--- src/rtl/usb_req_pkg.sv ---
package usb_req_pkg;

  typedef enum logic [1:0] {ACT_STALL, ACT_NODATA, ACT_ROM, ACT_GEN} act_kind_e;
  typedef enum logic [2:0] {UPD_NONE, UPD_CFG, UPD_RWU_SET, UPD_RWU_CLR,
                            UPD_HALT_SET, UPD_HALT_CLR} upd_e;

  localparam logic [7:0] REQ_GET_STATUS = 8'd0;
  localparam logic [7:0] REQ_CLR_FEAT   = 8'd1;
  localparam logic [7:0] REQ_SET_FEAT   = 8'd3;
  localparam logic [7:0] REQ_SET_ADDR   = 8'd5;
  localparam logic [7:0] REQ_GET_DESC   = 8'd6;
  localparam logic [7:0] REQ_GET_CFG    = 8'd8;
  localparam logic [7:0] REQ_SET_CFG    = 8'd9;
  localparam logic [7:0] REQ_GET_IF     = 8'd10;
  localparam logic [7:0] REQ_SET_IF     = 8'd11;

  localparam logic [7:0] DT_DEVICE = 8'h01;
  localparam logic [7:0] DT_CONFIG = 8'h02;
  localparam logic [7:0] DT_STRING = 8'h03;
  localparam logic [7:0] DT_HID    = 8'h21;
  localparam logic [7:0] DT_REPORT = 8'h22;

  // Default descriptor image, byte 0 of each blob written first
  localparam logic [18*8-1:0] DEV_BLOB = {
    8'h12, 8'h01, 8'h00, 8'h02, 8'h00, 8'h00, 8'h00, 8'h40, 8'h34,
    8'h12, 8'h78, 8'h56, 8'h01, 8'h00, 8'h01, 8'h02, 8'h00, 8'h01};
  localparam logic [34*8-1:0] CFG_BLOB = {
    8'h09, 8'h02, 8'h22, 8'h00, 8'h01, 8'h01, 8'h00, 8'hE0, 8'h32,
    8'h09, 8'h04, 8'h00, 8'h00, 8'h01, 8'h03, 8'h00, 8'h00, 8'h00,
    8'h09, 8'h21, 8'h10, 8'h01, 8'h00, 8'h01, 8'h22, 8'h11, 8'h00,
    8'h07, 8'h05, 8'h83, 8'h03, 8'h03, 8'h00, 8'h0A};
  localparam logic [17*8-1:0] RPT_BLOB = {
    8'h05, 8'h01, 8'h09, 8'h06, 8'hA1, 8'h01, 8'h75, 8'h08, 8'h95,
    8'h03, 8'h15, 8'h00, 8'h25, 8'h65, 8'h81, 8'h00, 8'hC0};
  localparam logic [4*8-1:0] STR0_BLOB = {8'h04, 8'h03, 8'h09, 8'h04};
  localparam logic [8*8-1:0] STR1_BLOB = {
    8'h08, 8'h03, 8'h55, 8'h00, 8'h53, 8'h00, 8'h42, 8'h00};
  localparam logic [8*8-1:0] STR2_BLOB = {
    8'h08, 8'h03, 8'h4B, 8'h00, 8'h45, 8'h00, 8'h59, 8'h00};

  localparam int DEF_DESC_BYTES = 18 + 34 + 17 + 4 + 8 + 8;
  localparam logic [DEF_DESC_BYTES*8-1:0] DEF_DESC_ROM =
    {DEV_BLOB, CFG_BLOB, RPT_BLOB, STR0_BLOB, STR1_BLOB, STR2_BLOB};
  localparam int DEF_DEV_BASE = 0;
  localparam int DEF_CFG_BASE = 18;
  localparam int DEF_RPT_BASE = 52;
  localparam logic [3*8-1:0] DEF_STR_BASES = {8'd81, 8'd73, 8'd69};

endpackage

--- src/rtl/usb_desc_rom.sv ---
module usb_desc_rom #(
  parameter int DESC_BYTES = 89,
  parameter int ADDR_W = 8,
  parameter int N_RD = 2,
  parameter logic [DESC_BYTES*8-1:0] DESC_ROM = '0
) (
  input  logic [N_RD-1:0][ADDR_W-1:0] rd_addr_i,
  output logic [N_RD-1:0][7:0]        rd_data_o
);
  for (genvar p = 0; p < N_RD; p++) begin : g_port
    always_comb begin
      rd_data_o[p] = 8'h00;
      if (int'(rd_addr_i[p]) < DESC_BYTES)
        rd_data_o[p] = DESC_ROM[(DESC_BYTES - 1 - int'(rd_addr_i[p]))*8 +: 8];
    end
  end
endmodule

--- src/rtl/usb_req_decode.sv ---
module usb_req_decode
  import usb_req_pkg::*;
#(
  parameter int ADDR_W = 8,
  parameter int DEV_BASE = 0,
  parameter int CFG_BASE = 18,
  parameter int RPT_BASE = 52,
  parameter int STR_NUM = 3,
  parameter logic [STR_NUM*ADDR_W-1:0] STR_BASES = '0,
  parameter int HID_OFS = 18,
  parameter int RPT_LEN_OFS = 25,
  parameter int CFG_LEN_OFS = 2,
  parameter logic [15:0] EP_IN = 16'h0083
) (
  input  logic [7:0]        bmrt_i,
  input  logic [7:0]        breq_i,
  input  logic [15:0]       wvalue_i,
  input  logic [15:0]       windex_i,
  input  logic [7:0]        cfg_i,
  input  logic              halt_i,
  input  logic              rwu_i,
  output act_kind_e         kind_o,
  output logic [ADDR_W-1:0] base_o,
  output logic [ADDR_W-1:0] len_addr_o,
  output logic [7:0]        fixed_len_o,
  output logic [15:0]       gen_o,
  output upd_e              upd_o
);
  logic is_set;
  assign is_set = (breq_i == REQ_SET_FEAT);

  always_comb begin
    kind_o      = ACT_STALL;
    base_o      = '0;
    len_addr_o  = '0;
    fixed_len_o = 8'd0;
    gen_o       = 16'h0000;
    upd_o       = UPD_NONE;
    if (bmrt_i[6:5] == 2'b00) begin
      unique case (breq_i)
        REQ_GET_STATUS: begin
          fixed_len_o = 8'd2;
          if (bmrt_i == 8'h80) begin
            kind_o = ACT_GEN;
            gen_o  = {8'h00, 6'b0, rwu_i, 1'b1};
          end else if (bmrt_i == 8'h81) begin
            kind_o = ACT_GEN;
          end else if (bmrt_i == 8'h82 && windex_i == EP_IN) begin
            kind_o = ACT_GEN;
            gen_o  = {8'h00, 7'b0, halt_i};
          end
        end
        REQ_CLR_FEAT, REQ_SET_FEAT: begin
          if (bmrt_i == 8'h02 && wvalue_i == 16'd0 && windex_i == EP_IN) begin
            kind_o = ACT_NODATA;
            upd_o  = is_set ? UPD_HALT_SET : UPD_HALT_CLR;
          end else if (bmrt_i == 8'h00 && wvalue_i == 16'd1) begin
            kind_o = ACT_NODATA;
            upd_o  = is_set ? UPD_RWU_SET : UPD_RWU_CLR;
          end
        end
        REQ_SET_ADDR: kind_o = ACT_NODATA;
        REQ_GET_DESC: begin
          unique case (wvalue_i[15:8])
            DT_DEVICE: begin
              kind_o     = ACT_ROM;
              base_o     = ADDR_W'(DEV_BASE);
              len_addr_o = ADDR_W'(DEV_BASE);
            end
            DT_CONFIG: begin
              kind_o     = ACT_ROM;
              base_o     = ADDR_W'(CFG_BASE);
              len_addr_o = ADDR_W'(CFG_BASE + CFG_LEN_OFS);
            end
            DT_STRING: begin
              if (int'(wvalue_i[7:0]) < STR_NUM) begin
                kind_o     = ACT_ROM;
                base_o     = STR_BASES[int'(wvalue_i[7:0])*ADDR_W +: ADDR_W];
                len_addr_o = base_o;
              end
            end
            DT_HID: begin
              kind_o     = ACT_ROM;
              base_o     = ADDR_W'(CFG_BASE + HID_OFS);
              len_addr_o = ADDR_W'(CFG_BASE + HID_OFS);
            end
            DT_REPORT: begin
              kind_o     = ACT_ROM;
              base_o     = ADDR_W'(RPT_BASE);
              len_addr_o = ADDR_W'(CFG_BASE + RPT_LEN_OFS);
            end
            default: kind_o = ACT_STALL;
          endcase
        end
        REQ_GET_CFG: begin
          kind_o      = ACT_GEN;
          fixed_len_o = 8'd1;
          gen_o       = {8'h00, cfg_i};
        end
        REQ_SET_CFG: begin
          kind_o = ACT_NODATA;
          upd_o  = UPD_CFG;
        end
        REQ_GET_IF: begin
          if (windex_i == 16'd0) begin
            kind_o      = ACT_GEN;
            fixed_len_o = 8'd1;
          end
        end
        REQ_SET_IF: begin
          if (windex_i == 16'd0 && wvalue_i == 16'd0) kind_o = ACT_NODATA;
        end
        default: kind_o = ACT_STALL;
      endcase
    end
  end
endmodule

--- src/rtl/usb_req_state.sv ---
module usb_req_state
  import usb_req_pkg::*;
(
  input  logic       clk_i,
  input  logic       rst_ni,
  input  logic       bus_reset_i,
  input  logic       commit_i,
  input  upd_e       upd_i,
  input  logic [7:0] cfg_val_i,
  output logic [7:0] cfg_o,
  output logic       rwu_o,
  output logic       halt_o,
  output logic       toggle_clr_o
);
  always_ff @(posedge clk_i or negedge rst_ni) begin
    if (!rst_ni) begin
      cfg_o        <= 8'd0;
      rwu_o        <= 1'b0;
      halt_o       <= 1'b0;
      toggle_clr_o <= 1'b0;
    end else if (bus_reset_i) begin
      cfg_o        <= 8'd0;
      rwu_o        <= 1'b0;
      halt_o       <= 1'b0;
      toggle_clr_o <= 1'b0;
    end else begin
      toggle_clr_o <= 1'b0;
      if (commit_i) begin
        unique case (upd_i)
          UPD_CFG:      cfg_o  <= cfg_val_i;
          UPD_RWU_SET:  rwu_o  <= 1'b1;
          UPD_RWU_CLR:  rwu_o  <= 1'b0;
          UPD_HALT_SET: halt_o <= 1'b1;
          UPD_HALT_CLR: begin
            halt_o       <= 1'b0;
            toggle_clr_o <= 1'b1;
          end
          default: ;
        endcase
      end
    end
  end
endmodule

--- src/rtl/usb_std_req_resp.sv ---
module usb_std_req_resp
  import usb_req_pkg::*;
#(
  parameter int DESC_BYTES = usb_req_pkg::DEF_DESC_BYTES,
  parameter int ADDR_W = 8,
  parameter logic [DESC_BYTES*8-1:0] DESC_ROM = usb_req_pkg::DEF_DESC_ROM,
  parameter int DEV_BASE = usb_req_pkg::DEF_DEV_BASE,
  parameter int CFG_BASE = usb_req_pkg::DEF_CFG_BASE,
  parameter int RPT_BASE = usb_req_pkg::DEF_RPT_BASE,
  parameter int STR_NUM = 3,
  parameter logic [STR_NUM*ADDR_W-1:0] STR_BASES = usb_req_pkg::DEF_STR_BASES,
  parameter int HID_OFS = 18,
  parameter int RPT_LEN_OFS = 25,
  parameter int CFG_LEN_OFS = 2,
  parameter logic [15:0] EP_IN = 16'h0083
) (
  input  logic        clk_i,
  input  logic        rst_ni,
  input  logic        bus_reset_i,
  input  logic        setup_valid_i,
  input  logic [63:0] setup_i,
  output logic        data_valid_o,
  output logic [7:0]  data_o,
  output logic        resp_done_o,
  output logic        resp_stall_o,
  output logic        ack_status_o,
  output logic [15:0] byte_count_o,
  output logic [7:0]  cfg_value_o,
  output logic        remote_wake_en_o,
  output logic        ep_halt_o,
  output logic        toggle_clr_o,
  output logic        suspend_irq_en_o
);
  localparam int N_RD = 2;

  typedef enum logic [1:0] {ST_IDLE, ST_DEC, ST_SEND} st_e;

  st_e                 st_q;
  logic [63:0]         setup_q;
  logic [15:0]         idx_q, cnt_q;
  logic [ADDR_W-1:0]   base_q;
  logic [15:0]         gen_q;
  logic                from_rom_q;

  act_kind_e           act_kind;
  logic [ADDR_W-1:0]   act_base, act_len_addr;
  logic [7:0]          act_fixed;
  logic [15:0]         act_gen;
  upd_e                act_upd;

  logic [N_RD-1:0][ADDR_W-1:0] rd_addr;
  logic [N_RD-1:0][7:0]        rd_data;

  logic [15:0] wlen, avail, cnt;
  logic        streams, commit_upd;

  usb_req_decode #(
    .ADDR_W(ADDR_W), .DEV_BASE(DEV_BASE), .CFG_BASE(CFG_BASE),
    .RPT_BASE(RPT_BASE), .STR_NUM(STR_NUM), .STR_BASES(STR_BASES),
    .HID_OFS(HID_OFS), .RPT_LEN_OFS(RPT_LEN_OFS),
    .CFG_LEN_OFS(CFG_LEN_OFS), .EP_IN(EP_IN)
  ) u_dec (
    .bmrt_i     (setup_q[7:0]),
    .breq_i     (setup_q[15:8]),
    .wvalue_i   (setup_q[31:16]),
    .windex_i   (setup_q[47:32]),
    .cfg_i      (cfg_value_o),
    .halt_i     (ep_halt_o),
    .rwu_i      (remote_wake_en_o),
    .kind_o     (act_kind),
    .base_o     (act_base),
    .len_addr_o (act_len_addr),
    .fixed_len_o(act_fixed),
    .gen_o      (act_gen),
    .upd_o      (act_upd)
  );

  assign rd_addr[0] = base_q + ADDR_W'(idx_q);
  assign rd_addr[1] = act_len_addr;

  usb_desc_rom #(
    .DESC_BYTES(DESC_BYTES), .ADDR_W(ADDR_W), .N_RD(N_RD), .DESC_ROM(DESC_ROM)
  ) u_rom (
    .rd_addr_i(rd_addr),
    .rd_data_o(rd_data)
  );

  assign wlen = setup_q[63:48];

  always_comb begin
    unique case (act_kind)
      ACT_ROM: avail = {8'h00, rd_data[1]};
      ACT_GEN: avail = {8'h00, act_fixed};
      default: avail = 16'd0;
    endcase
  end

  assign cnt        = (wlen < avail) ? wlen : avail;
  assign streams    = (act_kind == ACT_ROM || act_kind == ACT_GEN) && cnt != 16'd0;
  assign commit_upd = (st_q == ST_DEC) && (act_kind == ACT_NODATA) && !bus_reset_i;

  usb_req_state u_state (
    .clk_i       (clk_i),
    .rst_ni      (rst_ni),
    .bus_reset_i (bus_reset_i),
    .commit_i    (commit_upd),
    .upd_i       (act_upd),
    .cfg_val_i   (setup_q[23:16]),
    .cfg_o       (cfg_value_o),
    .rwu_o       (remote_wake_en_o),
    .halt_o      (ep_halt_o),
    .toggle_clr_o(toggle_clr_o)
  );

  always_ff @(posedge clk_i or negedge rst_ni) begin
    if (!rst_ni) begin
      st_q         <= ST_IDLE;
      setup_q      <= '0;
      idx_q        <= '0;
      cnt_q        <= '0;
      base_q       <= '0;
      gen_q        <= '0;
      from_rom_q   <= 1'b0;
      resp_done_o  <= 1'b0;
      resp_stall_o <= 1'b0;
      ack_status_o <= 1'b0;
      byte_count_o <= '0;
    end else if (bus_reset_i) begin
      st_q        <= ST_IDLE;
      resp_done_o <= 1'b0;
    end else begin
      resp_done_o <= 1'b0;
      unique case (st_q)
        ST_IDLE: begin
          if (setup_valid_i) begin
            setup_q <= setup_i;
            st_q    <= ST_DEC;
          end
        end
        ST_DEC: begin
          base_q     <= act_base;
          gen_q      <= act_gen;
          from_rom_q <= (act_kind == ACT_ROM);
          cnt_q      <= cnt;
          idx_q      <= '0;
          if (streams) begin
            st_q <= ST_SEND;
          end else begin
            st_q         <= ST_IDLE;
            resp_done_o  <= 1'b1;
            resp_stall_o <= (act_kind == ACT_STALL);
            ack_status_o <= (act_kind != ACT_STALL);
            byte_count_o <= (act_kind == ACT_STALL) ? 16'd0 : cnt;
          end
        end
        ST_SEND: begin
          idx_q <= idx_q + 16'd1;
          if (idx_q == cnt_q - 16'd1) begin
            st_q         <= ST_IDLE;
            resp_done_o  <= 1'b1;
            resp_stall_o <= 1'b0;
            ack_status_o <= 1'b1;
            byte_count_o <= cnt_q;
          end
        end
        default: st_q <= ST_IDLE;
      endcase
    end
  end

  assign data_valid_o     = (st_q == ST_SEND);
  assign data_o           = from_rom_q ? rd_data[0] : (idx_q[0] ? gen_q[15:8] : gen_q[7:0]);
  assign suspend_irq_en_o = (cfg_value_o != 8'd0);

endmodule

--- config.mk ---
export PLATFORM = sky130hd
export DESIGN_NAME = usb_std_req_resp
export DESIGN_NICKNAME = d
export VERILOG_FILES = /design/src/rtl/usb_req_pkg.sv /design/src/rtl/usb_desc_rom.sv /design/src/rtl/usb_req_decode.sv /design/src/rtl/usb_req_state.sv /design/src/rtl/usb_std_req_resp.sv
export SDC_FILE = /design/constraint.sdc
export NUM_CORES = 1
export LEC_CHECK = 0
export ABC_CLOCK_PERIOD_IN_PS = 5000
export BUFFER_PORTS_ARGS = -buffer_cell sky130_fd_sc_hd__buf_2
export CAP_MARGIN = 20
export CORE_MARGIN = 3
export CORE_UTILIZATION = 54
export DETAILED_ROUTE_END_ITERATION = 10
export PLACE_DENSITY = 0.77
export SETUP_SLACK_MARGIN = 0.2
export SLEW_MARGIN = 5
export SYNTH_ARGS = -nofsm -noshare
export SYNTH_HDL_FRONTEND = slang
export SYNTH_SLANG_ARGS = --single-unit
export TNS_END_PERCENT = 30
--- constraint.sdc ---
create_clock -name clk_i -period 5 [get_ports clk_i]
set_input_delay 0.75 -clock clk_i [delete_from_list [all_inputs] [get_ports clk_i]]
set_output_delay 0.75 -clock clk_i [all_outputs]
set_load 0.01 [all_outputs]
==> impl_metrics.py <==
metrics = {
    "cells_and_area": {
        "post_route_cells_drive_above_1_share_pct": 29.8,
        "area_growth_pct": 21.2,
        "finalInstanceArea_um2": 11500,
        "nFillCells": 1317,
        "finalCoreUtilization_pct": 68.1,
        "n_antenna_cell": 0,
        "final_nets": 1256,
    },
    "pwr": {
        "leakage_nw": 4.98,
        "p_sw_w": 0.000915,
        "pwr-share-clk_pct": 42.1,
        "p_int_w": 0.00224,
        "p_total_w": 0.00315,
        "peakVddDrop_v": 0.000247,
        "switching_share_pct": 29.0,
        "power.density_nw_per_um2": 274,
        "combPwrFrac_pct": 14.2,
        "power_frac_seq_pct": 43.7,
    },
    "timing": {
        "rsz0062_at_grt": "yes",
        "worst_slew_pin_slew_ps": 925,
        "fin_worst_skew_ps": 11.5,
        "setup-violations-final": 0,
        "hold-worst-slack_ps": 422,
        "maxSlewHeadroom_pct": 37.5,
        "clock.fmax_mhz": 210,
        "slew_violations": 0,
        "setup_tns_ps": 0,
        "period_share_pct": 95.5,
        "hold_viol_final": 0,
        "min_period_ps": 4770,
    },
    "route": {
        "route.detailed.drc": 0,
        "vias": 8736,
        "wl_met1_um": 10800,
        "topRoutingLayerUsed": "met4",
        "wire_per_inst_um": 18.1,
        "firstDrtPassIters": 6,
        "ant_nets": 0,
        "routed_via_density": 6.24,
        "drtIter0Drc": 912,
        "dr_wl_met3_um": 1490,
        "routed_wl_um": 25400,
        "wl_met2_um": 12500,
    },
    "placed_design": {
        "hpwl_um": 18200,
        "placed_area_um2": 10600,
        "place_congestion": 0.971,
        "port_buffers": 107,
    },
    "logic_synthesis": {
        "ys_types": 91,
        "synth-simple-area-share_pct": 20.3,
        "syn_avg_cell_area_um2": 9.22,
        "synth_edf_count": 0,
        "syn_area_um2": 9520,
        "synth_nets": 1122,
        "synth_compound_area_share_pct": 19.4,
        "seq_area_frac_synth_pct": 37.6,
        "synth-warning-count": 0,
        "syn_inst": 1032,
        "synthMuxAreaShare_pct": 10.8,
        "synth_top_family_by_area": "simple AND/OR/NAND/NOR gates",
        "async_flop_share_pct": 100,
        "synth-adder-area-share_pct": 3.18,
        "synth_xor_area_share_pct": 5.14,
        "synth_flop_cell": "dfrtp_1",
        "ys_ff_latch": 143,
    },
    "clock_network": {
        "max-clock-path-buffers": 2,
        "cts_tree": "yes",
        "clk_pin_slew_worst_paths_ps": 70,
        "cts_buffers": 17,
        "clockRootBuffer": "clkbuf_16",
        "cts.sink_count": 143,
        "clk_latency_ps": 420,
        "h-tree-depth": 4,
        "cts_hold_buf": 0,
    },
    "critical_path": {
        "cp-start-kind": "flip-flop",
        "r2r_end": "byte_count_o[6]$_DFFE_PN0P_",
        "crit_top_cell": "o21ai_0",
        "crit_buf_inv": 3,
        "worst-setup-path-type": "flip-flop to flip-flop",
        "crit_path_max_fanout": 8,
        "cp_slowest_stage_delay_ps": 610,
        "cp_slowest_cell": "or4_4",
        "crit_required_ps": 5360,
        "path_cells": "or4_4 > a211oi_4 > nand2_2 > nor2_4 > inv_2 > ha_4 > clkinv_1 > buf_6 > o21ai_0 > a21o_1 > nand3_2 > o21ai_0 > a22oi_1 > ha_1 > a211o_1 > a2111oi_4 > o21a_4 > mux2_4 > o31ai_1 > mux2_1",
        "regToRegStartpoint": "setup_q[14]$_DFFE_PN0P_",
        "crit_family": "compound AO/OA/AOI/OAI gates",
        "reg2reg_depth": 20,
        "critPathCaptureType": "flip-flop",
        "r2r_slack_ps": 230,
        "arrival_ps": 5140,
    },
    "global_routing": {
        "grt_pass1_wl_um": 41700,
        "gr-total-overflow": 0,
        "grt_start_max_net_pins": 100,
        "grt_pass1_vias": 8348,
        "gr-usage-all-layers_pct": 25.7,
        "antenna_found_initial": 0,
    },
    "die": {
        "io_pins": 108,
        "dieArea_um2": 19300,
        "die_h_um": 139,
        "die_x_um": 139,
        "start_util_pct": 56.2,
        "core-area_um2": 16900,
        "rows": 47,
    },
    "status": {
        "status": "finished, final reports clean",
    },
    "job": {
        "maxCapViolations": 0,
    },
    "worst_hold_path": {
        "hp-class": "primary input to async pin",
    },
}
flip-flops by register name, summed over array words and instances, names as in the netlist:
name                  flops
u_state.halt_o            1
idx_q                    16
u_state.toggle_clr_o      1
from_rom_q                1
base_q                    6
st_q                      2
ack_status_o              1
u_state.rwu_o             1
cnt_q                    16
resp_stall_o              1
u_state.cfg_o             8
resp_done_o               1
byte_count_o             16
gen_q                     8
setup_q                  64
cells in the mapped netlist (15+ instances only):
cell type,n,area (um^2)
a21oi_1,59,295
and2_1,15,93.8
clkbuf_1,48,180
dfrtp_1,143,3580
ha_1,21,263
inv_1,25,93.8
mux2_2,70,788
mux2i_1,16,160
nand2_1,86,323
nand3_1,35,175
nand4_1,25,156
nor2_1,76,285
nor3_1,38,190
nor4_1,21,131
o21ai_0,59,295
xnor2_1,32,280
xor2_1,22,193
cell families after synthesis:
group	count (synthesis)
simple gates	371
buf+inv	83
compound gates	263
fa+ha+maj	24
mux	92
xor+xnor	55
flops	143
other cells	1
per-stage QoR:
step | setup slack (ps) | std cells
final | 227 | 1399
after floorplan | 314 | 1032
after CTS | 197 | 1390
after detailed placement | 27.0 | 1358
after global routing | 37.8 | 1399
after global placement | 168 | 1358
layout by cell type (no fill, tap or decap), types with 26 or more instances in the layout:
master,synthesis,final
nand2_1,86,85
nand3_1,35,31
a21oi_1,59,58
xnor2_1,32,26
nor3_1,38,36
dfrtp_1,143,142
mux2_2,70,70
nor2_1,76,72
buf_4,0,59
o21ai_0,59,57
buf_2,6,106
power by group through the flow:
stage / sequential [W] / clock, W / combinational, W
final: 0.00138 / 0.00133 / 0.000448
after global routing: 0.00139 / 0.00140 / 0.000491
after global placement: 0.00139 / 0 / 0.000407
after CTS: 0.00137 / 0.00135 / 0.000425
after detailed placement: 0.00139 / 0 / 0.000421
after floorplan: 0.00135 / 0 / 0.000302
worst max path at each step:
stage / start / end / cells after the start
final: setup_q[14]$_DFFE_PN0P_ / byte_count_o[6]$_DFFE_PN0P_ / 20
after global routing: setup_q[14]$_DFFE_PN0P_ / byte_count_o[6]$_DFFE_PN0P_ / 20
after CTS: base_q[6]$_DFFE_PN0P_ / data_o[0] / 16
after detailed placement: setup_q[13]$_DFFE_PN0P_ / byte_count_o[1]$_DFFE_PN0P_ / 18
after global placement: setup_q[13]$_DFFE_PN0P_ / byte_count_o[2]$_DFFE_PN0P_ / 21
after floorplan: setup_q[13]$_DFFE_PN0P_ / byte_count_o[2]$_DFFE_PN0P_ / 21
final cells by class:
cell class / count / area (um^2) / area share (%)
multi-input combinational: 807 / 5900 / 51.2
sequential: 143 / 3580 / 31.0
inverter: 27 / 105 / 0.911
clock inverter: 15 / 196 / 1.70
tap: 220 / 275 / 2.39
timing repair buffer: 170 / 1050 / 9.08
clock buffer: 17 / 425 / 3.69
per-layer routing:
metal	GRT usage, %	vias to the layer above
met5	0	-
met4	8.14	0
met3	4.48	67
met2	42.6	330
met1	34.5	4221
li1	-	4118
repair_timing:
item / CTS / global route
gates resized for setup: 3 / 42
endpoints found under the setup margin: 14 / 32
pin swaps: 0 / 19
cloned: 0 / 1
buffers inserted: 0 / 8
No activity file was read; power rests on OpenSTA's default activity.
